### config.mk
export PLATFORM = sky130hd
export DESIGN_NAME = cc_branch_unit
export DESIGN_NICKNAME = d
export VERILOG_FILES = /design/src/rtl/cc_pkg.sv /design/src/rtl/cc_classify.sv /design/src/rtl/cc_sense_map.sv /design/src/rtl/cc_hold_reg.sv /design/src/rtl/cc_branch_unit.sv
export SDC_FILE = /design/constraint.sdc
export NUM_CORES = 1
export LEC_CHECK = 0
export ABC_AREA = 0
export BUFFER_PORTS_ARGS = -buffer_cell sky130_fd_sc_hd__buf_2
export CELL_PAD_IN_SITES_DETAIL_PLACEMENT = 0
export CELL_PAD_IN_SITES_GLOBAL_PLACEMENT = 1
export CORE_MARGIN = 2
export CORE_UTILIZATION = 38
export DETAILED_ROUTE_END_ITERATION = 10
export GPL_ROUTABILITY_DRIVEN = 0
export PLACE_DENSITY_LB_ADDON = 0.15
export SLEW_MARGIN = 0
export SYNTH_ARGS = -nofsm -noshare
export SYNTH_HDL_FRONTEND = slang
export SYNTH_SLANG_ARGS = --single-unit
### constraint.sdc
create_clock -name clk -period 2.1 [get_ports clk]
set_input_delay 0.105 -clock clk [delete_from_list [all_inputs] [get_ports clk]]
set_output_delay 0.105 -clock clk [all_outputs]
set_load 0.05 [all_outputs]
### src/rtl/cc_pkg.sv
package cc_pkg;
    localparam int CC_W = 4;
    localparam int BT_W = 2;

    typedef logic [CC_W-1:0] cc_code_t;
    typedef logic [BT_W-1:0] br_type_t;

    // normal-state codes
    localparam cc_code_t CC_ZERO = 4'b0001;
    localparam cc_code_t CC_POS  = 4'b1101;
    localparam cc_code_t CC_NEG  = 4'b0111;
    localparam cc_code_t CC_OVF  = 4'b0000;
    // reversed-state codes
    localparam cc_code_t CC_RZERO = 4'b1110;
    localparam cc_code_t CC_RPOS  = 4'b0010;
    localparam cc_code_t CC_RNEG  = 4'b1000;
    localparam cc_code_t CC_ROVF  = 4'b0001;

    typedef struct packed {
        cc_code_t code;
        logic     rev;
    } cc_state_t;

    localparam cc_state_t CC_RESET = '{code: CC_ZERO, rev: 1'b0};
endpackage

### src/rtl/cc_classify.sv
module cc_classify
    import cc_pkg::*;
(
    input  logic     res_zero,
    input  logic     res_neg,
    input  logic     res_ovf,
    output cc_code_t code
);
    always_comb begin
        if (res_ovf)       code = CC_OVF;
        else if (res_zero) code = CC_ZERO;
        else if (res_neg)  code = CC_NEG;
        else               code = CC_POS;
    end
endmodule

### src/rtl/cc_sense_map.sv
module cc_sense_map
    import cc_pkg::*;
(
    input  cc_code_t code_in,
    output cc_code_t rev_code,
    output cc_code_t norm_code
);
    // normal -> reversed
    always_comb begin
        unique case (code_in)
            CC_ZERO: rev_code = CC_RZERO;
            CC_POS:  rev_code = CC_RPOS;
            CC_NEG:  rev_code = CC_RNEG;
            CC_OVF:  rev_code = CC_ROVF;
            default: rev_code = code_in;
        endcase
    end

    // reversed -> normal
    always_comb begin
        unique case (code_in)
            CC_RZERO: norm_code = CC_ZERO;
            CC_RPOS:  norm_code = CC_POS;
            CC_RNEG:  norm_code = CC_NEG;
            CC_ROVF:  norm_code = CC_OVF;
            default:  norm_code = code_in;
        endcase
    end
endmodule

### src/rtl/cc_hold_reg.sv
module cc_hold_reg
    import cc_pkg::*;
(
    input  logic      clk,
    input  logic      rst_n,
    input  logic      capture,
    input  cc_state_t cur,
    output cc_state_t held
);
    cc_state_t hold_d, hold_q;

    always_comb begin
        hold_d = hold_q;
        if (capture) hold_d = cur;
    end

    always_ff @(posedge clk or negedge rst_n) begin
        if (!rst_n) hold_q <= CC_RESET;
        else        hold_q <= hold_d;
    end

    assign held = hold_q;

    // a capture lands one edge later
    p_capture_r8: assert property (@(posedge clk) disable iff (!rst_n)
        capture |=> (hold_q == $past(cur)));
    p_hold_keep_r9: assert property (@(posedge clk) disable iff (!rst_n)
        !capture |=> $stable(hold_q));
endmodule

### src/rtl/cc_branch_unit.sv
module cc_branch_unit
    import cc_pkg::*;
(
    input  logic            clk,
    input  logic            rst_n,
    input  logic            upd_valid,
    input  logic            res_zero,
    input  logic            res_neg,
    input  logic            res_ovf,
    input  logic            rev_cmd,
    input  logic            br_valid,
    input  logic [BT_W-1:0] br_type,
    input  logic            save_cmd,
    input  logic            restore_cmd,
    input  logic            task_enter,
    input  logic            task_exit,
    output logic            br_taken,
    output logic [CC_W-1:0] cc_code,
    output logic            cc_reversed
);
    cc_state_t state_d, state_q;
    cc_state_t held;
    cc_code_t  upd_code, rev_code, norm_code;
    br_type_t  bit_sel;
    logic      do_save, do_restore;

    cc_classify u_classify (
        .res_zero (res_zero),
        .res_neg  (res_neg),
        .res_ovf  (res_ovf),
        .code     (upd_code)
    );

    cc_sense_map u_map (
        .code_in   (state_q.code),
        .rev_code  (rev_code),
        .norm_code (norm_code)
    );

    assign do_save    = save_cmd | task_enter;
    assign do_restore = restore_cmd | task_exit;

    cc_hold_reg u_hold (
        .clk     (clk),
        .rst_n   (rst_n),
        .capture (do_save),
        .cur     (state_q),
        .held    (held)
    );

    // branch kind 0 reads the top bit, kind 3 the bottom bit
    assign bit_sel  = br_type_t'(CC_W - 1) - br_type;
    assign br_taken = br_valid & state_q.code[bit_sel];

    always_comb begin
        state_d = state_q;
        if (do_restore) begin
            state_d = held;
        end else if (br_valid && state_q.rev) begin
            state_d.code = norm_code;
            state_d.rev  = 1'b0;
        end else if (rev_cmd && !state_q.rev) begin
            state_d.code = rev_code;
            state_d.rev  = 1'b1;
        end else if (upd_valid && !state_q.rev) begin
            state_d.code = upd_code;
        end
    end

    always_ff @(posedge clk or negedge rst_n) begin
        if (!rst_n) state_q <= CC_RESET;
        else        state_q <= state_d;
    end

    assign cc_code     = state_q.code;
    assign cc_reversed = state_q.rev;

    // code always matches the flag's legal set
    p_legal_code_r4: assert property (@(posedge clk) disable iff (!rst_n)
        state_q.rev ? (state_q.code == CC_RZERO || state_q.code == CC_RPOS ||
                       state_q.code == CC_RNEG  || state_q.code == CC_ROVF)
                    : (state_q.code == CC_ZERO  || state_q.code == CC_POS  ||
                       state_q.code == CC_NEG   || state_q.code == CC_OVF));
    p_no_update_r6: assert property (@(posedge clk) disable iff (!rst_n)
        (state_q.rev && !br_valid && !do_restore) |=> ($stable(state_q)));
    p_reverse_sets_r4: assert property (@(posedge clk) disable iff (!rst_n)
        (rev_cmd && !state_q.rev && !do_restore) |=> state_q.rev);
    p_branch_norm_r7: assert property (@(posedge clk) disable iff (!rst_n)
        (br_valid && state_q.rev && !do_restore) |=> !state_q.rev);
    p_ovf_update_r2: assert property (@(posedge clk) disable iff (!rst_n)
        (upd_valid && res_ovf && !state_q.rev && !rev_cmd && !do_restore)
        |=> (state_q.code == CC_OVF));
    p_restore_r8: assert property (@(posedge clk) disable iff (!rst_n)
        do_restore |=> (state_q == $past(held)));
endmodule

==> metrics.md <==
| Metric | Value |
|---|---|
| Placed cell area | 937 µm² |
| Worst relative slew slack | 70.0% |
| Root buf cell | clkbuf_4 |
| Fin util | 49.6% |
| Gr ovfl total | 0 |
| Worst Tran Pin Value | 0.448 ns |
| Comb pwr share | 60.7% |
| Num CTS Buffers | 3 |
| Initial antenna violation count | 0 |
| Synthesis-stage register bit count | 10 |
| Max-slew violation count | 0 |
| Pleak | 0.413 nW |
| Area Overhead vs Synth | 24.3% |
| DR vias | 739 |
| Fin crit share | 94.1% |
| TritonCTS sink count | 10 |
| Setup Crit Path Kind | register to register |
| Routed WL per cell | 14.2 µm |
| Hold Fails Final Rpt | 0 |
| IO Port Bufs | 19 |
| Synth Flop Type | dfrtp_1 |
| Mapped Nets | 97 |
| RSZ-0062 raised after global routing | no |
| Core area | 1960 µm² |
| Pwr Density | 1450 nW/µm² |
| Setup Total Neg Slack | 0 ns |
| Part of the power in registers | 29.7% |
| Share of cells above drive strength 1 | 41.7% |
| DRC | 0 |
| Setup Buffers After CTS | 0 |
| Filler cells | 218 |
| Final WL | 1920 µm |
| Setup ws final | 0.123 ns |
| All-Layer GR Usage | 18.3% |
| Vias/cell | 5.47 |
| Clk_skew | 0.00821 ns |
| Maximum VDD drop | 0.958 mV |
| DIE AREA | 2440 µm² |
| First-pass iteration count of the detailed router | 4 |
| Count of unique library cells instantiated by Yosys | 36 |
| Clock power frac | 9.6% |
| Row cnt | 16 |
| Global-route wire length before repair | 3380 µm |
| IO Count | 20 |
| CTS tree | done |
| ANT cells | 0 |
| Post-CTS Resized | 0 |
| CP Data Arrival Time | 2.13 ns |
| P_sw | 0.000668 W |
| Antenna viol nets, final | 0 |
| Post-synthesis cell area | 783 µm² |
| Internal | 0.000740 W |
| Fin crit period | 1.98 ns |
| CP endpoint kind | register |
| Largest net degree at the start of global routing | 16 |
| Maxcap violations | 0 |
| Clock Pin Slew Worst Setup and Hold Paths | 0.07 ns |
| Outcome | finished, final reports clean |
| Gate Count Post-Synth | 83 |
| Pre-CTS WS | 0.131 ns |
| Clk_lat worst skew | 0.26 ns |
| Die height | 49.4 µm |
| Final setup vio count | 0 |
| Worst setup SP type | register |
| Syn. warnings | 0 |
| Crit-path max FO | 15 |
| Post-route cell area | 973 µm² |
| H-tree depth | 1 |
| Post-synth EDFFs | 0 |
| Worst min-delay path category | input port to asynchronous set/reset pin |
| Fraction of registers with async set/reset | 100% |
| Syn Area/Cell | 9.44 µm² |
| Die W | 49.4 µm |
| Max clock buf depth | 2 |
| Crit path required time | 2.25 ns |
| Starting Density | 39.9% |
| Fmax | 506 MHz |
| Half-perimeter wire length after placement | 1540 µm |
| Sw Ratio | 47.5% |
| Drt initial violations | 45 |
| Final nets | 123 |
| Vias in the first global route | 722 |
| Seq/Total Area, Yosys | 32.3% |
[path summary, 6_finish.rpt]
kind                                      from        endpoint  slack [ns]  cells after the start
worst max-delay path                cc_code[0]      cc_code[3]        0.12                      5
worst min-delay path                     rst_n      cc_code[3]        0.22                      2
worst max register to register      cc_code[0]      cc_code[3]        0.12                      5
worst min register to register  u_hold.held[0]  u_hold.held[0]        0.51                      1
max in group asynchronous                rst_n      cc_code[0]        1.62                      2
min in group clk                   restore_cmd     cc_reversed        0.22                      4
[critical path: stages (launching register included)]
cell	delay (ns)
dfstp_2	0.45
or4_1	0.53
nand4_1	0.15
a22oi_2	0.11
o31ai_4	0.31
mux2_4	0.33
[synth_stat cells, types with 2 or more instances]
| library cell | count | area share, % |
|---|---|---|
| a21oi_1 | 4 | 2.6 |
| and2_1 | 2 | 1.6 |
| buf_2 | 4 | 2.6 |
| clkbuf_1 | 2 | 0.96 |
| dfrtp_1 | 8 | 26 |
| dfstp_2 | 2 | 6.7 |
| mux2_2 | 5 | 7.2 |
| mux2_4 | 3 | 5.8 |
| nand2_1 | 3 | 1.4 |
| nand2b_1 | 3 | 2.4 |
| nand4_1 | 2 | 1.6 |
| nand4b_1 | 2 | 2.2 |
| nor2_1 | 10 | 4.8 |
| nor2b_1 | 3 | 2.4 |
| nor3_1 | 5 | 3.2 |
| nor3b_1 | 2 | 1.9 |
| o21ai_0 | 4 | 2.6 |
[cell families (layout without fill, tap and decap cells)]
| logic type | count (synthesis) | count (layout) | share of synthesized area, % |
|---|---|---|---|
| xor gates and xnor gates | 1 | 1 | 1.12 |
| AOI/OAI and AO/OA | 21 | 21 | 21.6 |
| and+or+nand+nor | 36 | 36 | 25.7 |
| muxes | 9 | 9 | 15.8 |
| buffers and inverters | 6 | 31 | 3.51 |
| DFF | 10 | 10 | 32.3 |
[state kept, by name, summed over array words and instances, names as in the netlist]
name	flops
cc_code	4
cc_reversed	1
u_hold.held	5
[final cells by class]
cell class | count | area [µm²] | area share (%)
Sequential cell | 10 | 253 | 26.0
Multi-Input combinational cell | 67 | 503 | 51.7
Tap cell | 27 | 33.8 | 3.47
Clock buffer | 4 | 26.3 | 2.70
Timing Repair Buffer | 27 | 158 | 16.2
[per-layer routing]
layer / up-vias / wire length [µm] / track usage [%]
met2: 26 / 944 / 30.2
li1: 366 / - / -
met3: 0 / 107 / 5.83
met4: 0 / 0 / 2.78
met5: - / 0 / 0
met1: 347 / 869 / 23.9
[through the flow]
stage          std cells  total power, W  hold WS (ns)
3_3_place_gp         130         0.00126       -0.0331
2_1_floorplan         83         0.00102        -0.191
3_5_place_dp         130         0.00128       -0.0296
5_1_grt              135         0.00152         0.225
4_1_cts              135         0.00142         0.216
6_report             135         0.00141         0.219
[timing repair]
action                                  in CTS  in global routing
endpoints found under the hold margin       10                  0
endpoints found under the setup margin       0                  0
hold buffers                                 1                  0
[power by group through the flow]
| stage | clock network [W] | registers, W | logic (W) |
|---|---|---|---|
| final | 0.000135 | 0.000418 | 0.000855 |
| after global routing | 0.000156 | 0.000436 | 0.000927 |
| after CTS | 0.000139 | 0.000418 | 0.000860 |
| after detailed placement | 0 | 0.000422 | 0.000854 |
| after global placement | 0 | 0.000417 | 0.000842 |
| after floorplan | 0 | 0.000523 | 0.000502 |
[cell usage in the layout, fill, tap and decap left out, types with 2 or more instances in the layout]
cell type,Yosys,final
a21oi_1,4,4
buf_2,4,19
nand4b_1,2,2
nor2_1,10,10
dfstp_2,2,2
nand2b_1,3,3
and2_1,2,2
buf_4,0,7
nor3_1,5,5
nor3b_1,2,2
mux2_2,5,5
nor2b_1,3,3
mux2_4,3,3
nand2_1,3,3
o21ai_0,4,4
nand4_1,2,2
clkbuf_4,0,3
dfrtp_1,8,8
No activity file was read; power rests on OpenSTA's default activity.
